**src/rtl/ddr_wr_strobe_sched.sv**
```systemverilog
module ddr_wr_strobe_sched #(
  parameter int TWR_NOM  = 16,
  parameter int TWTR_NOM = 4,
  parameter int TCCD_S   = 4,
  parameter int TCCD_L   = 6,
  parameter int DEPTH    = 24
) (
  input  logic       clk,
  input  logic       rst_n,
  input  logic       wr_cmd,
  input  logic       same_bg,
  input  logic [2:0] bin_code,
  input  logic       pre2_req,
  input  logic       alt_sel,
  output logic [4:0] cwl,
  output logic       pre2_active,
  output logic       cfg_illegal,
  output logic [5:0] twr_eff,
  output logic [5:0] twtr_eff,
  output logic       dqs_oe,
  output logic       dqs_pre,
  output logic       dqs_hi,
  output logic       dq_valid,
  output logic       dqs_post,
  output logic       spacing_err
);
  localparam logic [3:0] LIM_S = 4'(TCCD_S);
  localparam logic [3:0] LIM_L = 4'(TCCD_L);

  logic [DEPTH-1:0] sr;
  logic [3:0]       gap;
  logic             vld_q;
  logic [4:0]       p1_wl, alt_wl, n_wl;
  logic             n_p2, n_ill, low_bin;
  logic [DEPTH-1:0] vmask, pmask;

  always_comb begin
    case (bin_code)
      3'd0:    begin p1_wl = 5'd9;  alt_wl = 5'd11; end
      3'd1:    begin p1_wl = 5'd10; alt_wl = 5'd12; end
      3'd2:    begin p1_wl = 5'd11; alt_wl = 5'd14; end
      3'd3:    begin p1_wl = 5'd12; alt_wl = 5'd16; end
      3'd4:    begin p1_wl = 5'd14; alt_wl = 5'd18; end
      default: begin p1_wl = 5'd16; alt_wl = 5'd20; end
    endcase
  end

  assign low_bin = (bin_code < 3'd3);
  assign n_p2    = pre2_req & ~low_bin;
  assign n_ill   = (pre2_req & low_bin) | (bin_code == 3'd7);
  assign n_wl    = alt_sel ? alt_wl : (p1_wl + (n_p2 ? 5'd2 : 5'd0));

  always_ff @(posedge clk) begin
    if (!rst_n) begin
      cwl         <= 5'd9;
      pre2_active <= 1'b0;
      cfg_illegal <= 1'b0;
      sr          <= '0;
      gap         <= '0;
      vld_q       <= 1'b0;
      spacing_err <= 1'b0;
    end else begin
      if (sr == '0) begin
        cwl         <= n_wl;
        pre2_active <= n_p2;
        cfg_illegal <= n_ill;
      end
      sr          <= {sr[DEPTH-2:0], wr_cmd};
      vld_q       <= dq_valid;
      spacing_err <= wr_cmd && (gap != 4'd0) && (gap < (same_bg ? LIM_L : LIM_S));
      if (wr_cmd)            gap <= 4'd1;
      else if (gap != 4'd0 && gap != 4'd15) gap <= gap + 4'd1;
    end
  end

  assign vmask    = DEPTH'(4'hF) << cwl;
  assign pmask    = pre2_active ? (DEPTH'(2'b11) << (cwl - 5'd2)) : (DEPTH'(1'b1) << (cwl - 5'd1));
  assign dq_valid = |(sr & vmask);
  assign dqs_hi   = dq_valid;
  assign dqs_pre  = (|(sr & pmask)) & ~dq_valid;
  assign dqs_post = vld_q & ~dq_valid & ~dqs_pre;
  assign dqs_oe   = dq_valid | dqs_pre | dqs_post;
  assign twr_eff  = 6'(TWR_NOM) + {5'b0, pre2_active};
  assign twtr_eff = 6'(TWTR_NOM) + {5'b0, pre2_active};

  assert_pre_excl_R4: assert property (@(posedge clk) disable iff (!rst_n)
    !(dqs_pre && dq_valid));
  assert_post_after_data_R6: assert property (@(posedge clk) disable iff (!rst_n)
    dqs_post |-> $past(dq_valid));
  assert_release_after_post_R6: assert property (@(posedge clk) disable iff (!rst_n)
    $fell(dqs_oe) |-> $past(dqs_post));
  assert_cfg_hold_R10: assert property (@(posedge clk) disable iff (!rst_n)
    (|sr) |=> $stable(cwl) && $stable(pre2_active));
  assert_pre2_bin_R3: assert property (@(posedge clk) disable iff (!rst_n)
    pre2_active |-> (cwl >= 5'd14));
endmodule

```
**config.mk**
```make
export PLATFORM = sky130hd
export DESIGN_NAME = ddr_wr_strobe_sched
export DESIGN_NICKNAME = d
export VERILOG_FILES = /design/src/rtl/ddr_wr_strobe_sched.sv
export SDC_FILE = /design/constraint.sdc
export NUM_CORES = 1
export LEC_CHECK = 0
export ABC_AREA = 1
export BUFFER_PORTS_ARGS = -buffer_cell sky130_fd_sc_hd__buf_2
export CORE_MARGIN = 1.5
export CORE_UTILIZATION = 39
export CTS_CLUSTER_DIAMETER = 60
export DETAILED_ROUTE_END_ITERATION = 10
export GPL_TIMING_DRIVEN = 0
export PLACE_DENSITY_LB_ADDON = 0.08
export SLEW_MARGIN = 20
export SYNTH_ARGS = -nofsm -noshare
export SYNTH_HDL_FRONTEND = slang
export SYNTH_SLANG_ARGS = --single-unit
```
**constraint.sdc**
```tcl
create_clock -name clk -period 7.8 [get_ports clk]
set_input_delay 1.56 -clock clk [delete_from_list [all_inputs] [get_ports clk]]
set_output_delay 1.56 -clock clk [all_outputs]
set_load 0.02 [all_outputs]
```
==> results of run 1 <==
## state kept, by name (all words and copies together) (netlist names)
signal / count
cfg_illegal: 1
pre2_active: 1
cwl: 5
gap: 4
spacing_err: 1
vld_q: 1
sr: 24
## cell usage after synthesis (2+ instances only)
master,count
buf_2,2
nor2_2,2
inv_2,2
o221ai_1,2
o21ai_0,19
nand3_2,3
o22ai_1,2
a21oi_1,11
buf_4,14
nand4_1,4
a211oi_1,2
ha_1,16
a31oi_1,3
inv_1,74
nand2_2,4
nor4_1,3
o211ai_1,3
clkinv_1,2
nor3_1,3
o21ai_1,2
clkbuf_1,3
a311oi_1,2
dfxtp_1,37
nor2_1,49
conb_1,2
nand3_1,54
nand2_1,151
## power groups by stage
stage | Clock (mW) | Sequential (mW) | Combinational [mW]
6_report | 0.198 | 0.206 | 0.171
3_5_place_dp | 0 | 0.210 | 0.169
3_3_place_gp | 0 | 0.210 | 0.170
2_1_floorplan | 0 | 0.211 | 0.119
5_1_grt | 0.211 | 0.207 | 0.193
4_1_cts | 0.201 | 0.206 | 0.170
## path summary, 6_finish.rpt
check | startpoint | to | slack [ns] | depth (start not counted)
hold reg to reg | gap[3] | spacing_err | 0.44 | 1
setup / recovery | cwl[1] | dqs_post | 3.11 | 18
hold / removal | gap[3] | spacing_err | 0.44 | 1
setup reg to reg | cwl[2] | vld_q | 5.53 | 10
## final cells by class
| class | count | area share, % |
|---|---|---|
| plain buffers | 20 | 4.29 |
| clock buffers | 5 | 2.14 |
| clock inverters | 3 | 2.03 |
| inverters | 78 | 9.12 |
| multi-input cells | 348 | 52.0 |
| flip-flops and latches | 37 | 23.1 |
| well taps | 96 | 3.74 |
| repair buffers | 23 | 3.58 |
## routing by layer
layer	track usage [%]	share of wire, %	wire length, um	up-vias
li1	-	-	-	1545
met1	32.9	47	3940	1334
met2	37.5	45	3730	104
met3	3.11	6.1	514	19
met4	7.79	2.4	197	0
met5	0	0	0	-
## cell families (layout without fill, tap and decap cells)
logic type	after synthesis	in the layout	share of synthesized area (%)
buf+inv	98	129	15.3
xor+xnor	1	1	0.311
other cells	2	10	0.267
compound gates	47	47	9.65
fa+ha+maj	16	16	7.12
simple gates	274	274	41.0
flops	37	37	26.3
## critical path, cell delays in order, from the launching register on
cell and delay (ns):
dfxtp_1 0.41, inv_1 0.29, ha_1 0.34, inv_1 0.07
ha_1 0.27, buf_2 0.21, inv_1 0.14, nand3_1 0.10
nand2_1 0.05, nor2_1 0.17, nor2_1 0.06, nand2_1 0.06
nand2_1 0.06, nor2_2 0.12, nand3_1 0.07, nor2_1 0.09
nand3_1 0.07, nor2_1 0.08, buf_2 0.16
## layout by cell type (no fill, tap or decap)
master	n
a211oi_1	2
a21oi_1	11
a311oi_1	2
a31oi_1	3
and3_1	1
buf_2	25
buf_4	14
buf_6	1
bufinv_16	2
clkbuf_1	3
clkbuf_8	5
clkinv_1	2
clkinv_2	1
conb_1	10
dfxtp_1	37
ha_1	16
inv_1	74
inv_2	2
nand2_1	151
nand2_2	4
nand3_1	54
nand3_2	3
nand4_1	4
nor2_1	49
nor2_2	2
nor3_1	3
nor4_1	3
o211ai_1	3
o21ai_0	19
o21ai_1	2
o221ai_1	2
o22ai_1	2
o31ai_1	1
xor2_1	1
==> run metrics, run 1 <==
Finished Core Util=approximately 47%; post-route worst setup slack=around 3.1 ns; Mean Syn Cell Area=a little under 6 um^2; asr flop ratio synth=0%; largest net degree at the start of global routing=13; YS warnings=0; Resized Gates After CTS=0; max-slew violations=0; Routed WL=approximately 8400 um; Top Ports=34; drt via density=4.92; # hold bufs at CTS=0; synth-to-layout area growth=14.2%; combinational power share=between 20% and 30%; first-pass GRT wire length=around 14000 um; root cell of the clock tree=clkbuf_8; Detail Route Antenna Nets=0; Syn Inst Count=475; H-tree depth=2; num rows=30; DP Worst Slack=3.46 ns; Iteration-0 DRC Markers=about 170; Layout Cells excl Fill=610; Syn Std Cell Area=approximately 0.0028 mm^2; fin crit share=60.1%; vias in the first global route=2691; CP Capture Type=output port; Clock Pin Slew Worst Setup and Hold Paths=around 0.080 ns; f_max=0.213 GHz; share of the synthesized area in the top cell type=roughly a quarter; Worst Setup Start Kind=register; final hold vios=0; port buffer count=23; Num Clock Sinks=37; register bit total from synthesis=37; Initial Utilization=around two fifths; Seq pwr share=35.8%; CP Data Required Time=between 6 and 7 ns; cts bufs inserted=5; RePlAce Congestion=~0.97; Cell Count Post-Placement=around 600; clk_skew=around 0.0087 ns; nets=about 540; fillers=around 770; WL/cell=between 10 and 15 um; final instance area=~0.0032 mm^2; leakage=1.80 nW; total power=~0.57 mW; endpoints failing setup=0; Synth area leader=dfxtp_1; sequential element share of the synthesized area=26.3%; top_reg_cell synth=dfxtp_1; critical path class=register to output port; Storage cell area=741 um^2; grt ovf=0; Vias=3002; Post-synth EDFFs=0; CORE AREA=slightly below 0.007 mm^2; Worst EP arrival=approximately 3.1 ns; CTS tree=built; n_diodes=0; fraction of layout cells with a size suffix above 1=11.5%; Worst-Skew Late Latency=~0.29 ns; hold_ws=around 0.44 ns; die width=between 80 and 90 um; power per cell area=between 150 and 200 mW/mm^2; hpwl dp=roughly 6600 um; Clock Path Buffers=2; CP max FO=9; ranking of synthesized cells by area=dfxtp_1, nand2_1, inv_1; GRT Total Usage=23.6%; Initial DRT Pass Iterations=4; die extent in y=87.9 um; Placed Instance Area=roughly 0.0031 mm^2; die area=0.00773 mm^2; crit path time final=4.69 ns; post-synthesis cell type count=31; maximum vdd drop=approximately 0.00011 V; sw frac=a little over a third; total negative slack=0 ns; area of the multi-input gates=~0.0017 mm^2; DRC violations left=0; outcome=complete, no violations; max_cap viols=0; RSZ-0062 raised after global routing=false; P_sw=around 0.2 mW; Internal=0.374 mW; Clk pwr share=around a third; Hold Crit Class=register to register; antenna violations before repair=0; post-CTS setup buffer count=0
(Power assumes the default switching activity.)
==> inputs of run 2 (changes only) <==
==> constraint.sdc (replaced) <==
create_clock -name clk -period 3.7 [get_ports clk]
set_input_delay 0.74 -clock clk [delete_from_list [all_inputs] [get_ports clk]]
set_output_delay 0.74 -clock clk [all_outputs]
set_load 0.02 [all_outputs]
==> run metrics, run 2 (same netlist as run 1, synthesis figures left out) <==
num rows=30; commonest non-fill, non-tap cell in the layout=nand2_1; WL/cell=between 10 and 15 um; power per cell area=between 300 and 400 mW/mm^2; Critical-path top delay cell=dfxtp_2; outcome=complete, no violations; Routed WL=between 8000 and 9000 um; cell depth of the worst flop-to-flop path=11; M2 GR Usage=37.5%; Cell Chain, Critical Path=inv_4 > ha_4 > inv_1 > ha_1 > clkbuf_4 > inv_1 > nand3_1 > nand2_1 > nor2_1 > nor2_1 > nand2_1 > nand2_1 > nor2_2 > nand3_1 > nor2_1 > nand3_1 > nor2_1 > buf_2; CORE AREA=0.00687 mm^2; Iteration-0 DRC Markers=approximately 170; fillers=around 770; Placed Instance Area=0.00308 mm^2; Top Ports=34; first-pass GRT wire length=~14000 um; Hold Crit Class=register to register; delay of the slowest cell on the worst path=0.39 ns; GR Layer Usage met3=under 10%; hold_ws=0.435 ns; Initial Utilization=about two fifths; register with the most flip-flops=sr; nets=about 540; Clock Pin Slew Worst Setup and Hold Paths=~0.08 ns; hpwl dp=around 6600 um; # hold bufs at CTS=0; hold path depth=1; CTS tree=built; max-slew violations=0; die area=around 0.0077 mm^2; CP max FO=9; leakage=1.81 nW; Detail Route Antenna Nets=0; max FFs per register=24; RePlAce Congestion=0.974; critical path's most frequent cell=nor2_1; cts bufs inserted=5; CP Capture Type=output port; die width=87.9 um; endpoints failing setup=0; final hold vios=0; root cell of the clock tree=clkbuf_8; max_cap viols=0; RSZ-0062 raised after global routing=false; critical path class=register to output port; fraction of layout cells with a size suffix above 1=between 10% and 20%; total negative slack=0 ns; H-tree depth=2; vias in the first global route=~2700; Clock Path Buffers=2; Worst-Skew Late Latency=0.29 ns; Num Clock Sinks=37; port buffer count=23; drt via density=4.92; GRT Total Usage=between 20% and 30%; final instance area=between 0.003 and 0.004 mm^2; die extent in y=roughly 88 um; synth-to-layout area growth=15.2%; Worst Setup Start Kind=register; grt ovf=0; met1 Track Usage GR=32.8%; n_diodes=0; fin crit share=93.7%; Initial DRT Pass Iterations=4; CP Data Required Time=roughly 3.0 ns; largest net degree at the start of global routing=13; biggest regs=sr x24, cwl x5, gap x4; clk_skew=slightly below 0.008 ns; Vias=3004; most frequent cells in the layout=nand2_1, inv_1, nand3_1; DRC violations left=0; f_max=between 0.2 and 0.3 GHz; busiest grt layer=met2; Worst EP arrival=between 2 and 3 ns; crit path time final=around 3.5 ns; antenna violations before repair=0; maximum vdd drop=around 0.00024 V
[run 2: timing repair]
| action | in CTS | in global routing |
|---|---|---|
| resized for setup | 2 | 6 |
| setup buffers | 0 | 1 |
| endpoints found under the hold margin | 0 | 0 |
| setup endpoints to repair | 3 | 3 |
[run 2: path summary, 6_finish.rpt]
check,from,endpoint,slack [ns]
max reg2reg,cwl[0],vld_q,1.55
min reg2reg,gap[3],spacing_err,0.44
max,cwl[1],dqs_post,0.23
min,gap[3],spacing_err,0.44
[run 2: metrics by stage]
stage          instances  util [%]  power [mW]  setup WS [ns]
2_1_floorplan        483         -       0.697          0.554
3_3_place_gp         602      44.8       0.800          0.239
3_5_place_dp         602      44.8       0.800          0.177
4_1_cts              610      46.8        1.22        0.00487
5_1_grt              611      47.2        1.29        0.00398
6_report             611      47.2        1.22          0.234
[run 2: power breakdown]
part	switching [mW]	internal, mW
Clock	0.148	0.268
Sequential	0.0234	0.412
Combinational	0.252	0.114
Total	0.423	0.794
[run 2: final cells by class]
| type | instances | area (um^2) | share of cell area (%) |
|---|---|---|---|
| clock buffers | 5 | 68.8 | 2.12 |
| repair buffers | 24 | 123 | 3.79 |
| clock inverters | 3 | 65.1 | 2.01 |
| inverters | 78 | 295 | 9.12 |
| plain buffers | 20 | 140 | 4.33 |
| multi-input cells | 348 | 1680 | 52.0 |
| well taps | 96 | 120 | 3.71 |
| flip-flops and latches | 37 | 743 | 22.9 |
[run 2: worst max-delay path, delay by kind of cell, from the launching register on]
kind | cells | cell delay (ns)
buffers and inverters | 5 | 0.66
AND/OR/NAND/NOR | 11 | 0.94
flip-flops | 1 | 0.39
adder cells (fa/ha/maj) | 2 | 0.44
[run 2: routing by layer]
| metal | vias up | routed length, um | share of wire (%) |
|---|---|---|---|
| met5 | - | 0 | 0 |
| met4 | 0 | 165 | 2.0 |
| met3 | 14 | 452 | 5.4 |
| met2 | 95 | 3740 | 45 |
| met1 | 1346 | 4030 | 48 |
| li1 | 1549 | - | - |
==> inputs of run 3 (changes only) <==
--- a/config.mk
+++ b/config.mk
@@ -8,7 +8,7 @@
 export ABC_AREA = 1
 export BUFFER_PORTS_ARGS = -buffer_cell sky130_fd_sc_hd__buf_2
 export CORE_MARGIN = 1.5
-export CORE_UTILIZATION = 39
+export CORE_UTILIZATION = 53
 export CTS_CLUSTER_DIAMETER = 60
 export DETAILED_ROUTE_END_ITERATION = 10
 export GPL_TIMING_DRIVEN = 0
==> run metrics, run 3 (same netlist as run 1, synthesis figures left out) <==
antenna violations before repair=0; Worst Setup Start Kind=register; port buffer count=23; drt via density=5.20; most frequent cells in the layout=nand2_1, inv_1, nand3_1; Num Clock Sinks=37; cts bufs inserted=5; f_max=around 0.29 GHz; num rows=26; total negative slack=0 ns; largest net degree at the start of global routing=14; Clock Pin Slew Worst Setup and Hold Paths=approximately 0.080 ns; H-tree depth=2; final hold vios=0; # hold bufs at CTS=0; delay of the slowest cell on the worst path=0.49 ns; endpoints failing setup=0; area of the multi-input gates=approximately 0.0017 mm^2; critical path class=register to output port; hpwl dp=between 6000 and 7000 um; CP Data Required Time=roughly 3 ns; Top Ports=34; RSZ-0062 raised after global routing=false; CTS tree=built; Routed WL=between 7000 and 8000 um; Worst EP arrival=2.66 ns; Storage cell area=about 740 um^2; n_diodes=0; Initial Utilization=a little under three fifths; fillers=about 520; Iteration-0 DRC Markers=roughly 240; Initial DRT Pass Iterations=5; clk_skew=about 0.0091 ns; final instance area=between 0.003 and 0.004 mm^2; die area=approximately 0.0058 mm^2; first-pass GRT wire length=12600 um; vias in the first global route=between 2000 and 3000; grt ovf=0; critical path's most frequent cell=nor2_1; RePlAce Congestion=about 0.99; outcome=complete, no violations; CP max FO=12; Detail Route Antenna Nets=0; leakage=about 1.8 nW; hold_ws=between 0.4 and 0.5 ns; Hold Crit Class=register to register; die width=~76 um; WL/cell=about 13 um; crit path time final=approximately 3.4 ns; Vias=approximately 3000; commonest non-fill, non-tap cell in the layout=nand2_1; nets=538; Critical-path top delay cell=dfxtp_2; biggest regs=sr x24, cwl x5, gap x4; DRC violations left=0; CP Capture Type=output port; Placed Instance Area=about 0.003 mm^2; Worst-Skew Late Latency=0.30 ns; fraction of layout cells with a size suffix above 1=12.6%; GRT Total Usage=~30%; root cell of the clock tree=clkbuf_8; max-slew violations=0; register with the most flip-flops=sr; max FFs per register=24; Finished Core Util=62.3%; Clock Path Buffers=2; power per cell area=around 360 mW/mm^2; max_cap viols=0; fin crit share=roughly nine tenths; maximum vdd drop=0.000470 V; CORE AREA=~0.005 mm^2; synth-to-layout area growth=13.1%; die extent in y=around 76 um; Cell Chain, Critical Path=inv_2 > ha_1 > inv_1 > nor2_1 > nand2_1 > o21ai_0 > nand3_1 > nand2_1 > nor2_1 > nand2_1 > nor2_1 > nor2_1 > buf_2
[run 3: cell types whose count changed in the layout (fill, tap and decap cells not counted)]
cell	change
dfxtp_1	-1
clkinv_4	+1
clkinv_2	-1
buf_4	-1
bufinv_16	-1
dfxtp_2	+1
clkinvlp_4	+1
[run 3: layout make-up]
| type | count | area share, % |
|---|---|---|
| Multi-Input combinational cell | 348 | 52.9 |
| Inverter | 78 | 9.28 |
| Timing Repair Buffer | 23 | 3.62 |
| Buffer | 20 | 4.40 |
| Clock buffer | 5 | 2.16 |
| Sequential cell | 37 | 23.4 |
| Tap cell | 70 | 2.75 |
| Clock inverter | 3 | 1.45 |
[run 3: per-stage QoR]
stage          cells  power, mW  setup WS [ns]
6_report         584       1.15          0.300
5_1_grt          584       1.22         0.0515
3_5_place_dp     576      0.793          0.272
3_3_place_gp     576      0.791          0.297
4_1_cts          584       1.15         0.0477
2_1_floorplan    483      0.697          0.554
[run 3: where the power goes]
group	switching, mW	total, mW	internal, mW
combinational	0.248	0.361	0.113
sequential	0.0226	0.435	0.412
clock	0.152	0.354	0.202
[run 3: timing repair]
| item | in CTS | in global routing |
|---|---|---|
| endpoints found under the setup margin | 3 | 3 |
| setup buffers | 0 | 0 |
| gates resized for setup | 1 | 8 |
[run 3: final timing paths]
path / startpoint / endpoint / slack (ns) / cells past startpoint
max: cwl[2] / dqs_pre / 0.30 / 13
min: sr[11] / sr[12] / 0.45 / 2
max reg2reg: cwl[2] / vld_q / 1.64 / 10
min reg2reg: sr[11] / sr[12] / 0.45 / 2
[run 3: metal layers]
layer  vias up  share of wire (%)  global-route usage [%]
li1       1549                  -                       -
met1      1350                 46                    41.7
met2       118                 45                    47.3
met3        20                6.3                    4.63
met4         0                2.4                    9.33
met5         -                  0                       0
[run 3: worst max-delay path, delay by kind of cell, from the launching register on]
kind / cells / cell delay (ns)
AOI/OAI and AO/OA: 1 / 0.16
and+or+nand+nor: 8 / 0.78
adders and majority gates: 1 / 0.47
buffers and inverters: 3 / 0.45
DFF: 1 / 0.49
